## src/rtl/pp_phase_pkg.sv

```systemverilog
package pp_phase_pkg;
  typedef enum logic {
    PH_PUSH = 1'b0,
    PH_PULL = 1'b1
  } phase_e;
endpackage

```

## src/rtl/pp_phase_toggle.sv

```systemverilog
module pp_phase_toggle
  import pp_phase_pkg::*;
(
  input  logic   clk_i,
  input  logic   rst_ni,
  input  logic   ref_ok_i,
  input  logic   tick_i,
  output phase_e phase_o,
  output logic   active_o,
  output logic   handover_o
);
  phase_e phase_q;
  logic   active_q;

  always_ff @(posedge clk_i or negedge rst_ni) begin
    if (!rst_ni) begin
      phase_q  <= PH_PULL;
      active_q <= 1'b0;
    end else if (!ref_ok_i) begin
      phase_q  <= PH_PULL;
      active_q <= 1'b0;
    end else if (tick_i) begin
      active_q <= 1'b1;
      phase_q  <= active_q ? phase_e'(~phase_q) : PH_PUSH;
    end
  end

  // a real handover (not the start-up tick) opens a window
  assign handover_o = ref_ok_i & tick_i & active_q;
  assign phase_o    = phase_q;
  assign active_o   = active_q;

  a_r2_phase_swaps: assert property (@(posedge clk_i) disable iff (!rst_ni)
    (tick_i && ref_ok_i && active_q) |=> (phase_q != $past(phase_q)));
  a_r1_start_on_push: assert property (@(posedge clk_i) disable iff (!rst_ni)
    (tick_i && ref_ok_i && !active_q) |=> (phase_q == PH_PUSH && active_q));
endmodule

```

## src/rtl/pp_window_timer.sv

```systemverilog
module pp_window_timer #(
  parameter int unsigned IVAL_W   = 8,
  parameter int unsigned OVL_OFS  = 1,
  parameter int unsigned DEAD_OFS = 3
) (
  input  logic              clk_i,
  input  logic              rst_ni,
  input  logic              ref_ok_i,
  input  logic              tick_i,
  input  logic              handover_i,
  input  logic              overlap_i,
  input  logic [IVAL_W-1:0] interval_i,
  output logic              ovl_o,
  output logic              open_o
);
  localparam int unsigned LEN_W = IVAL_W + 2;
  localparam logic [LEN_W-1:0] OVL_ADD  = LEN_W'(OVL_OFS);
  localparam logic [LEN_W-1:0] DEAD_ADD = LEN_W'(DEAD_OFS);

  logic [LEN_W-1:0] cnt_q, len_d;
  logic             ovl_q;
  logic             sample;

  assign sample = ref_ok_i & tick_i;
  assign len_d  = LEN_W'(interval_i) + (overlap_i ? OVL_ADD : DEAD_ADD);

  always_ff @(posedge clk_i or negedge rst_ni) begin
    if (!rst_ni) begin
      cnt_q <= '0;
      ovl_q <= 1'b0;
    end else if (!ref_ok_i) begin
      cnt_q <= '0;
    end else if (sample) begin
      ovl_q <= overlap_i;
      cnt_q <= handover_i ? len_d : '0;
    end else if (cnt_q != '0) begin
      cnt_q <= cnt_q - 1'b1;
    end
  end

  assign ovl_o  = ovl_q;
  assign open_o = (cnt_q != '0);

  a_r6_mode_held: assert property (@(posedge clk_i) disable iff (!rst_ni)
    !sample |=> $stable(ovl_q));
  a_r3_countdown: assert property (@(posedge clk_i) disable iff (!rst_ni)
    (ref_ok_i && !sample && cnt_q != '0) |=> (cnt_q == $past(cnt_q) - 1'b1));
  a_r5_window_cleared: assert property (@(posedge clk_i) disable iff (!rst_ni)
    !ref_ok_i |=> (cnt_q == '0));
endmodule

```

## src/rtl/pp_drive_mux.sv

```systemverilog
module pp_drive_mux
  import pp_phase_pkg::*;
(
  input  phase_e phase_i,
  input  logic   active_i,
  input  logic   open_i,
  input  logic   ovl_i,
  output logic   push_o,
  output logic   pull_o
);
  always_comb begin
    push_o = 1'b0;
    pull_o = 1'b0;
    if (active_i) begin
      if (open_i) begin
        push_o = ovl_i;
        pull_o = ovl_i;
      end else begin
        push_o = (phase_i == PH_PUSH);
        pull_o = (phase_i == PH_PULL);
      end
    end
  end
endmodule

```

## src/rtl/pp_phase_gen.sv

```systemverilog
module pp_phase_gen
  import pp_phase_pkg::*;
#(
  parameter int unsigned IVAL_W   = 8,
  parameter int unsigned OVL_OFS  = 1,
  parameter int unsigned DEAD_OFS = 3
) (
  input  logic              clk_i,
  input  logic              rst_ni,
  input  logic              ref_ok_i,
  input  logic              osc_tick_i,
  input  logic              overlap_i,
  input  logic [IVAL_W-1:0] interval_i,
  output logic              push_o,
  output logic              pull_o
);
  phase_e phase;
  logic   active, handover, ovl, win_open;

  pp_phase_toggle u_toggle (
    .clk_i      (clk_i),
    .rst_ni     (rst_ni),
    .ref_ok_i   (ref_ok_i),
    .tick_i     (osc_tick_i),
    .phase_o    (phase),
    .active_o   (active),
    .handover_o (handover)
  );

  pp_window_timer #(
    .IVAL_W   (IVAL_W),
    .OVL_OFS  (OVL_OFS),
    .DEAD_OFS (DEAD_OFS)
  ) u_timer (
    .clk_i      (clk_i),
    .rst_ni     (rst_ni),
    .ref_ok_i   (ref_ok_i),
    .tick_i     (osc_tick_i),
    .handover_i (handover),
    .overlap_i  (overlap_i),
    .interval_i (interval_i),
    .ovl_o      (ovl),
    .open_o     (win_open)
  );

  pp_drive_mux u_mux (
    .phase_i  (phase),
    .active_i (active),
    .open_i   (win_open),
    .ovl_i    (ovl),
    .push_o   (push_o),
    .pull_o   (pull_o)
  );

  a_r5_ref_low_stops: assert property (@(posedge clk_i) disable iff (!rst_ni)
    !ref_ok_i |=> (!push_o && !pull_o));
  a_r8_single_outside_window: assert property (@(posedge clk_i) disable iff (!rst_ni)
    (active && !win_open) |-> (push_o ^ pull_o));
  a_r3_dead_gap_low: assert property (@(posedge clk_i) disable iff (!rst_ni)
    (win_open && !ovl) |-> (!push_o && !pull_o));
  a_r4_overlap_both_high: assert property (@(posedge clk_i) disable iff (!rst_ni)
    (win_open && ovl && active) |-> (push_o && pull_o));
endmodule

```

## config.mk

```make
export PLATFORM = sky130hd
export DESIGN_NAME = pp_phase_gen
export DESIGN_NICKNAME = d
export VERILOG_FILES = /design/src/rtl/pp_phase_pkg.sv /design/src/rtl/pp_phase_toggle.sv /design/src/rtl/pp_window_timer.sv /design/src/rtl/pp_drive_mux.sv /design/src/rtl/pp_phase_gen.sv
export SDC_FILE = /design/constraint.sdc
export NUM_CORES = 1
export LEC_CHECK = 0
export BUFFER_PORTS_ARGS = -buffer_cell sky130_fd_sc_hd__buf_4
export CAP_MARGIN = 20
export CELL_PAD_IN_SITES_DETAIL_PLACEMENT = 0
export CELL_PAD_IN_SITES_GLOBAL_PLACEMENT = 1
export CORE_MARGIN = 2
export CORE_UTILIZATION = 40
export CTS_BUF_LIST = sky130_fd_sc_hd__clkbuf_2
export CTS_CLUSTER_SIZE = 25
export DETAILED_ROUTE_END_ITERATION = 7
export PLACE_DENSITY = 0.88
export SLEW_MARGIN = 20
export SYNTH_ARGS = -nofsm -noshare
export SYNTH_HDL_FRONTEND = slang
export SYNTH_SLANG_ARGS = --single-unit
```

## constraint.sdc

```tcl
create_clock -name clk_i -period 1.7 [get_ports clk_i]
set_clock_uncertainty 0.1 [all_clocks]
set_input_delay 0.255 -clock clk_i [delete_from_list [all_inputs] [get_ports clk_i]]
set_output_delay 0.255 -clock clk_i [all_outputs]
set_load 0.005 [all_outputs]
```

==> metrics.txt, run 1 <==
status=complete, but fails checks; failing checks=setup timing; worst hold path type=in2reg; Yosys reg bits=13; Starting Density=43.0%; Static Leak=roughly 0.61 nW; CTS max path bufs=2; Max FO, Critical Path=4; commonest cells after routing, fill and taps aside=buf_4 (38), dfrtp_1 (12), a21oi_1 (8), inv_1 (7), nand2_1 (7); Cells after DPL=between 150 and 200; Core Area=0.00225 mm²; Root Buffer Master=clkbuf_2; # H-tree levels=1; io pins=15; routed wire length=2440 µm; post-DR wirelength/cell=around 14 µm; Cell Area, Synth=about 970 µm²; fin crit period=2.02 ns; RePlAce Congestion=0.834; Syn Area/Cell=9.05 µm²; layout cells sized above 1=40.8%; final hold viol count=0; grt total ovfl=0; ys async rst share=100%; Starting DRT DRC Count=35; Clk Latency, worst-skew pair=0.27 ns; number of antenna repair diodes=0; fin cells=~180; clock slew at reported path FFs=about 0.13 ns; cell area after layout=0.00132 mm²; Rows=17; Via Count=slightly below 1000; Mapped Nets=around 120; Ys Warns=0; category of the most critical setup path=reg2out; # setup viols final=3; Yosys cell types=between 40 and 50; RSZ-0062 raised after global routing=yes; max frequency=between 400 and 500 MHz; # nets final=around 160; top_reg_cell synth=dfrtp_1; worst setup margin=-0.320 ns; Least-Margin Pin Slew=approximately 0.36 ns; Post-synth EDFFs=0; sequential area share after synthesis=around 34%; largest net degree at the start of global routing=14; die height=roughly 53 µm; IR Drop Worst-Case VDD=~0.00061 V; # clock sinks=13; fill count=214; leading cell type in the layout, fill and taps excluded=buf_4; area delta synth->final=36.6%; cell count after synthesis=approximately 110; CP startpoint kind=register; Pwr Total=1.47 mW; critical path arrival=approximately 1.7 ns; CTS tree=yes; first-pass GRT wire length=4220 µm; dpl hpwl=roughly 1900 µm; Critical Path RT=~1.3 ns; initial antenna violation count=0; GRT Overall Usage=between 20% and 30%; Die X=53.2 µm; Final ANT Viol Nets=0; Num CTS Buffers=3; maxcap violations=0; worst slack, placed=-0.0783 ns; period utilization=119%; die area=0.00283 mm²; Power Dens Cells=around 1100 mW/mm²; DR pass1 iterations=4; # port buffers=14; crit end category=output pin; pins over their slew limit=0; remaining routing DRC violations=0; Vias/cell=about 5.6; Max-slew headroom=75.6%; vias in the first global route=951; dpl cell area=around 0.0012 mm²
## worst paths after layout
check	start	end	slack (ns)	cells past startpoint
worst min-delay path	ref_ok_i	u_toggle.active_o$_DFFE_PN0P_	0.15	2
max in group asynchronous	rst_ni	u_toggle.phase_o$_DFFE_PN1P_	1.01	2
worst max register to register	u_timer.cnt_q[1]$_DFFE_PN0P_	u_timer.cnt_q[8]$_DFFE_PN0P_	-0.03	7
min in group asynchronous	rst_ni	u_timer.cnt_q[1]$_DFFE_PN0P_	0.26	2
worst max-delay path	u_timer.cnt_q[1]$_DFFE_PN0P_	push_o	-0.32	7
worst min register to register	u_timer.ovl_o$_DFFE_PN0P_	u_timer.ovl_o$_DFFE_PN0P_	0.48	2
## cell usage after synthesis, types with 2 or more instances
library cell / instances / area (µm²)
a21oi_1: 8 / 40.0
nand3_1: 3 / 15.0
xnor2_1: 4 / 35.0
o21a_1: 3 / 22.5
and2_1: 2 / 12.5
ha_1: 2 / 25.0
nor3_1: 3 / 15.0
nor4_1: 5 / 31.3
a21boi_0: 2 / 15.0
a211oi_1: 5 / 37.5
o211ai_1: 2 / 15.0
nand3_2: 2 / 20.0
o21ai_0: 7 / 35.0
nand2_1: 7 / 26.3
dfrtp_1: 12 / 300
o211a_1: 2 / 20.0
inv_1: 9 / 33.8
nor2_1: 3 / 11.3
o31a_1: 2 / 17.5
## routing by layer
metal,share of wire (%),track usage [%],vias up,routed length (µm)
li1,-,-,481,-
met1,47,26.7,475,1150
met2,49,34.4,24,1190
met3,2.5,1.98,4,61
met4,1.6,9.40,0,38
met5,0,0,-,0
## cell families (layout without fill, tap and decap cells)
group,count (synthesis),after routing,share of synthesized area [%]
AO/OA/AOI/OAI,38,38,27.3
XOR/XNOR,4,4,3.62
adder cells (fa/ha/maj),3,3,4.65
buffers and inverters,12,52,5.81
flip-flops,13,13,33.7
multiplexers,1,1,1.03
AND/OR/NAND/NOR,36,36,23.9
## flip-flops by register name, indices dropped and copies added (netlist names)
register           flops
u_timer.cnt_q         10
u_toggle.active_o      1
u_timer.ovl_o          1
u_toggle.phase_o       1
## cell type report
cell class / count / area (µm²) / share of cell area (%)
Multi-Input combinational cell: 82 / 612 / 46.3
Sequential cell: 13 / 327 / 24.7
Timing Repair Buffer: 39 / 295 / 22.3
Tap cell: 28 / 35.0 / 2.65
Inverter: 9 / 33.8 / 2.55
Clock buffer: 4 / 20.0 / 1.51
## timing repair
action | CTS | global route
endpoints found under the setup margin | 4 | 6
hold endpoints to repair | 13 | 0
setup buffers | 2 | 3
cloned | 0 | 0
pin swaps | 3 | 6
resized for setup | 4 | 1
hold buffers | 1 | 0
## worst max-delay path, stage by stage (launching register included)
cell	delay [ns]
dfrtp_1	0.41
inv_2	0.07
ha_4	0.12
nor3b_4	0.21
and3_4	0.25
o21ai_2	0.05
a21oi_1	0.13
buf_4	0.13
## through the flow
step	utilization [%]	TNS (ns)	hold WS [ns]
3_3_place_gp	55.1	-0.139	0.00924
4_1_cts	57.5	-0.688	0.133
3_5_place_dp	55.1	-0.273	0.00744
6_report	58.7	-0.650	0.150
5_1_grt	58.7	-0.932	0.139
2_1_floorplan	-	-0.191	-0.141
## power breakdown
group | internal (mW) | total, mW | switching, mW
Combinational | 0.471 | 0.876 | 0.405
Clock | 0.0624 | 0.160 | 0.0979
Sequential | 0.375 | 0.438 | 0.0628
Total | 0.908 | 1.47 | 0.566
(Power assumes the default switching activity.)
==> inputs of run 2 (changes only) <==
--- a/config.mk
+++ b/config.mk
@@ -5,7 +5,7 @@
 export SDC_FILE = /design/constraint.sdc
 export NUM_CORES = 1
 export LEC_CHECK = 0
-export BUFFER_PORTS_ARGS = -buffer_cell sky130_fd_sc_hd__buf_4
+export BUFFER_PORTS_ARGS = -buffer_cell sky130_fd_sc_hd__buf_2
 export CAP_MARGIN = 20
 export CELL_PAD_IN_SITES_DETAIL_PLACEMENT = 0
 export CELL_PAD_IN_SITES_GLOBAL_PLACEMENT = 1
@@ -14,7 +14,7 @@
 export CTS_BUF_LIST = sky130_fd_sc_hd__clkbuf_2
 export CTS_CLUSTER_SIZE = 25
 export DETAILED_ROUTE_END_ITERATION = 7
-export PLACE_DENSITY = 0.88
+export PLACE_DENSITY = 0.86
 export SLEW_MARGIN = 20
 export SYNTH_ARGS = -nofsm -noshare
 export SYNTH_HDL_FRONTEND = slang
==> constraint.sdc (replaced) <==
create_clock -name clk_i -period 1.7 [get_ports clk_i]
set_clock_uncertainty 0.1 [all_clocks]
set_input_delay 0.255 -clock clk_i [delete_from_list [all_inputs] [get_ports clk_i]]
set_output_delay 0.255 -clock clk_i [all_outputs]
set_load 0.1 [all_outputs]
==> metrics.txt, run 2 (synthesis results as in run 1) <==
status=complete, but fails checks (unchanged); failing checks=setup timing (unchanged); first-pass GRT wire length=3970 µm (was 4220 µm); switching power=0.764 mW (was 0.566 mW); # clock sinks=13 (unchanged); dpl cell area=0.00128 mm² (was 0.00124 mm²); CTS max path bufs=2 (unchanged); WHS Endpoint=u_timer.ovl_o$_DFFE_PN0P_ (was u_toggle.active_o$_DFFE_PN0P_); die height=53.2 µm (unchanged); sequential share of power=23.8% (was 29.7%); Max-slew headroom=73.8% (was 75.6%); pins over their slew limit=0 (unchanged); routed wire length=2600 µm (was 2440 µm); clock share of power=9.3% (was 10.9%); # port buffers=14 (unchanged); die area=0.00283 mm² (unchanged); reg-to-reg startpoint=u_timer.cnt_q[1]$_DFFE_PN0P_ (unchanged); Power Dens Cells=1270 mW/mm² (was 1110 mW/mm²); final hold viol count=0 (unchanged); reg2reg path depth=9 (was 7); remaining routing DRC violations=0 (unchanged); Vias/cell=5.50 (was 5.62); Critical Path RT=1.34 ns (about the same); clock slew at reported path FFs=0.14 ns (was 0.13 ns); worst setup margin=-0.438 ns (was -0.320 ns); cell area after layout=0.00146 mm² (was 0.00132 mm²); fill count=193 (was 214); area delta synth->final=50.3% (was 36.6%); Max FO, Critical Path=4 (unchanged); worst hold path type=in2reg (unchanged); CP startpoint kind=register (unchanged); worst hold stages=3 (was 2); number of antenna repair diodes=0 (unchanged); critical path arrival=1.78 ns (was 1.66 ns); CTS tree=yes (unchanged); maxcap violations=0 (unchanged); largest net degree at the start of global routing=14 (unchanged); # H-tree levels=1 (unchanged); grt total ovfl=0 (unchanged); RSZ-0062 raised after global routing=yes (unchanged); internal power=1.09 mW (was 0.908 mW); vias in the first global route=910 (was 951); Via Count=995 (was 984); Core Area=0.00225 mm² (unchanged); dpl hpwl=1890 µm (about the same); crit end category=output pin (unchanged); io pins=15 (unchanged); IR Drop Worst-Case VDD=0.000580 V (was 0.000614 V); # setup viols final=10 (was 3); r2r setup slk=-0.20 ns (was -0.03 ns); commonest cells after routing, fill and taps aside=buf_4 (26), buf_2 (12), dfrtp_1 (12), inv_1 (7) (was buf_4 (38), dfrtp_1 (12), a21oi_1 (8), inv_1 (7), nand2_1 (7)); worst slack, placed=-0.137 ns (was -0.0783 ns); hold path start=overlap_i (was ref_ok_i); Num CTS Buffers=3 (unchanged); max frequency=468 MHz (was 495 MHz); reg2reg end=u_timer.cnt_q[8]$_DFFE_PN0P_ (unchanged); Die X=53.2 µm (unchanged); Least-Margin Pin Slew=0.389 ns (was 0.362 ns); Rows=17 (unchanged); RePlAce Congestion=0.917 (was 0.834); Clk Latency, worst-skew pair=0.28 ns (was 0.27 ns); Root Buffer Master=clkbuf_2 (unchanged); GRT Overall Usage=19.0% (was 20.6%); # nets final=170 (was 164); post-DR wirelength/cell=14.3 µm (was 13.9 µm); initial antenna violation count=0 (unchanged); Sw Ratio=41.2% (was 38.4%); leading cell type in the layout, fill and taps excluded=buf_4 (unchanged); Starting Density=43.0% (unchanged); Static Leak=0.660 nW (was 0.613 nW); Most flops, register=u_timer.cnt_q (unchanged); DR pass1 iterations=4 (unchanged); number of flip-flops in the largest register=10 (unchanged); Starting DRT DRC Count=8 (was 35); category of the most critical setup path=reg2out (unchanged); Comb power frac=66.8% (was 59.4%); period utilization=126% (was 119%); layout cells sized above 1=49.7% (was 40.8%); Final ANT Viol Nets=0 (unchanged); fin crit period=2.14 ns (was 2.02 ns)
[run 2: changes by cell type in the layout (fill, tap and decap cells not counted), sizes merged]
cell	delta
buf	+6
[run 2: worst max-delay path, cell delays in order (launching register included)]
cell and delay [ns]:
dfrtp_1 0.42, nor4_2 0.29, buf_4 0.17, and3_4 0.21, o21ai_2 0.07, a21oi_4 0.15, buf_12 0.19
[run 2: metal layers]
metal	track usage, %	part of all wire (%)	wire length, µm
met5	0	0	0
met4	5.13	0.62	16
met3	0.847	2.5	65
met2	32.5	49	1270
met1	26.0	48	1240
[run 2: how the worst max path moves through the flow]
stage	depth (start not counted)	end	startpoint	slack (ns)
floorplan	6	pull_o	u_timer.cnt_q[0]$_DFFE_PN0P_	-0.53
global placement	6	pull_o	u_timer.cnt_q[8]$_DFFE_PN0P_	-0.09
detailed placement	8	u_timer.cnt_q[6]$_DFFE_PN0P_	u_timer.cnt_q[0]$_DFFE_PN0P_	-0.14
CTS	6	push_o	u_timer.cnt_q[8]$_DFFE_PN0P_	-0.42
global route	6	push_o	u_timer.cnt_q[8]$_DFFE_PN0P_	-0.53
finish	6	push_o	u_timer.cnt_q[8]$_DFFE_PN0P_	-0.44
[run 2: what timing repair did]
item | 4_1_cts | 5_1_grt
setup endpoints to repair | 10 | 10
hold buffers | 1 | 0
resized for setup | 5 | 13
pin swaps | 1 | 5
hold endpoints to repair | 12 | 0
buffers inserted | 1 | 8
[run 2: stage by stage]
stage / util (%) / std cells / hold WS (ns) / total power, mW / setup TNS [ns]
2_1_floorplan: - / 107 / -0.141 / 0.992 / -1.14
3_3_place_gp: 56.7 / 167 / 0.0575 / 1.37 / -0.532
3_5_place_dp: 56.7 / 167 / 0.0654 / 1.40 / -1.19
4_1_cts: 59.4 / 173 / 0.165 / 1.62 / -1.22
5_1_grt: 64.5 / 181 / 0.174 / 1.97 / -2.11
6_report: 64.5 / 181 / 0.166 / 1.85 / -1.23
[run 2: power by group through the flow]
stage               clock network, mW  logic [mW]  registers [mW]
global placement                    0       0.932           0.439
global route                    0.189        1.33           0.452
floorplan                           0       0.543           0.449
CTS                             0.173        1.01           0.439
finish                          0.173        1.24           0.442
detailed placement                  0       0.956           0.441
[run 2: cell type report]
cell class	instances	area, µm²	share of cell area, %
Timing Repair Buffer	45	350	24.1
Multi-Input combinational cell	82	689	47.4
Sequential cell	13	327	22.4
Tap cell	28	35.0	2.41
Clock buffer	4	20.0	1.38
Inverter	9	33.8	2.32
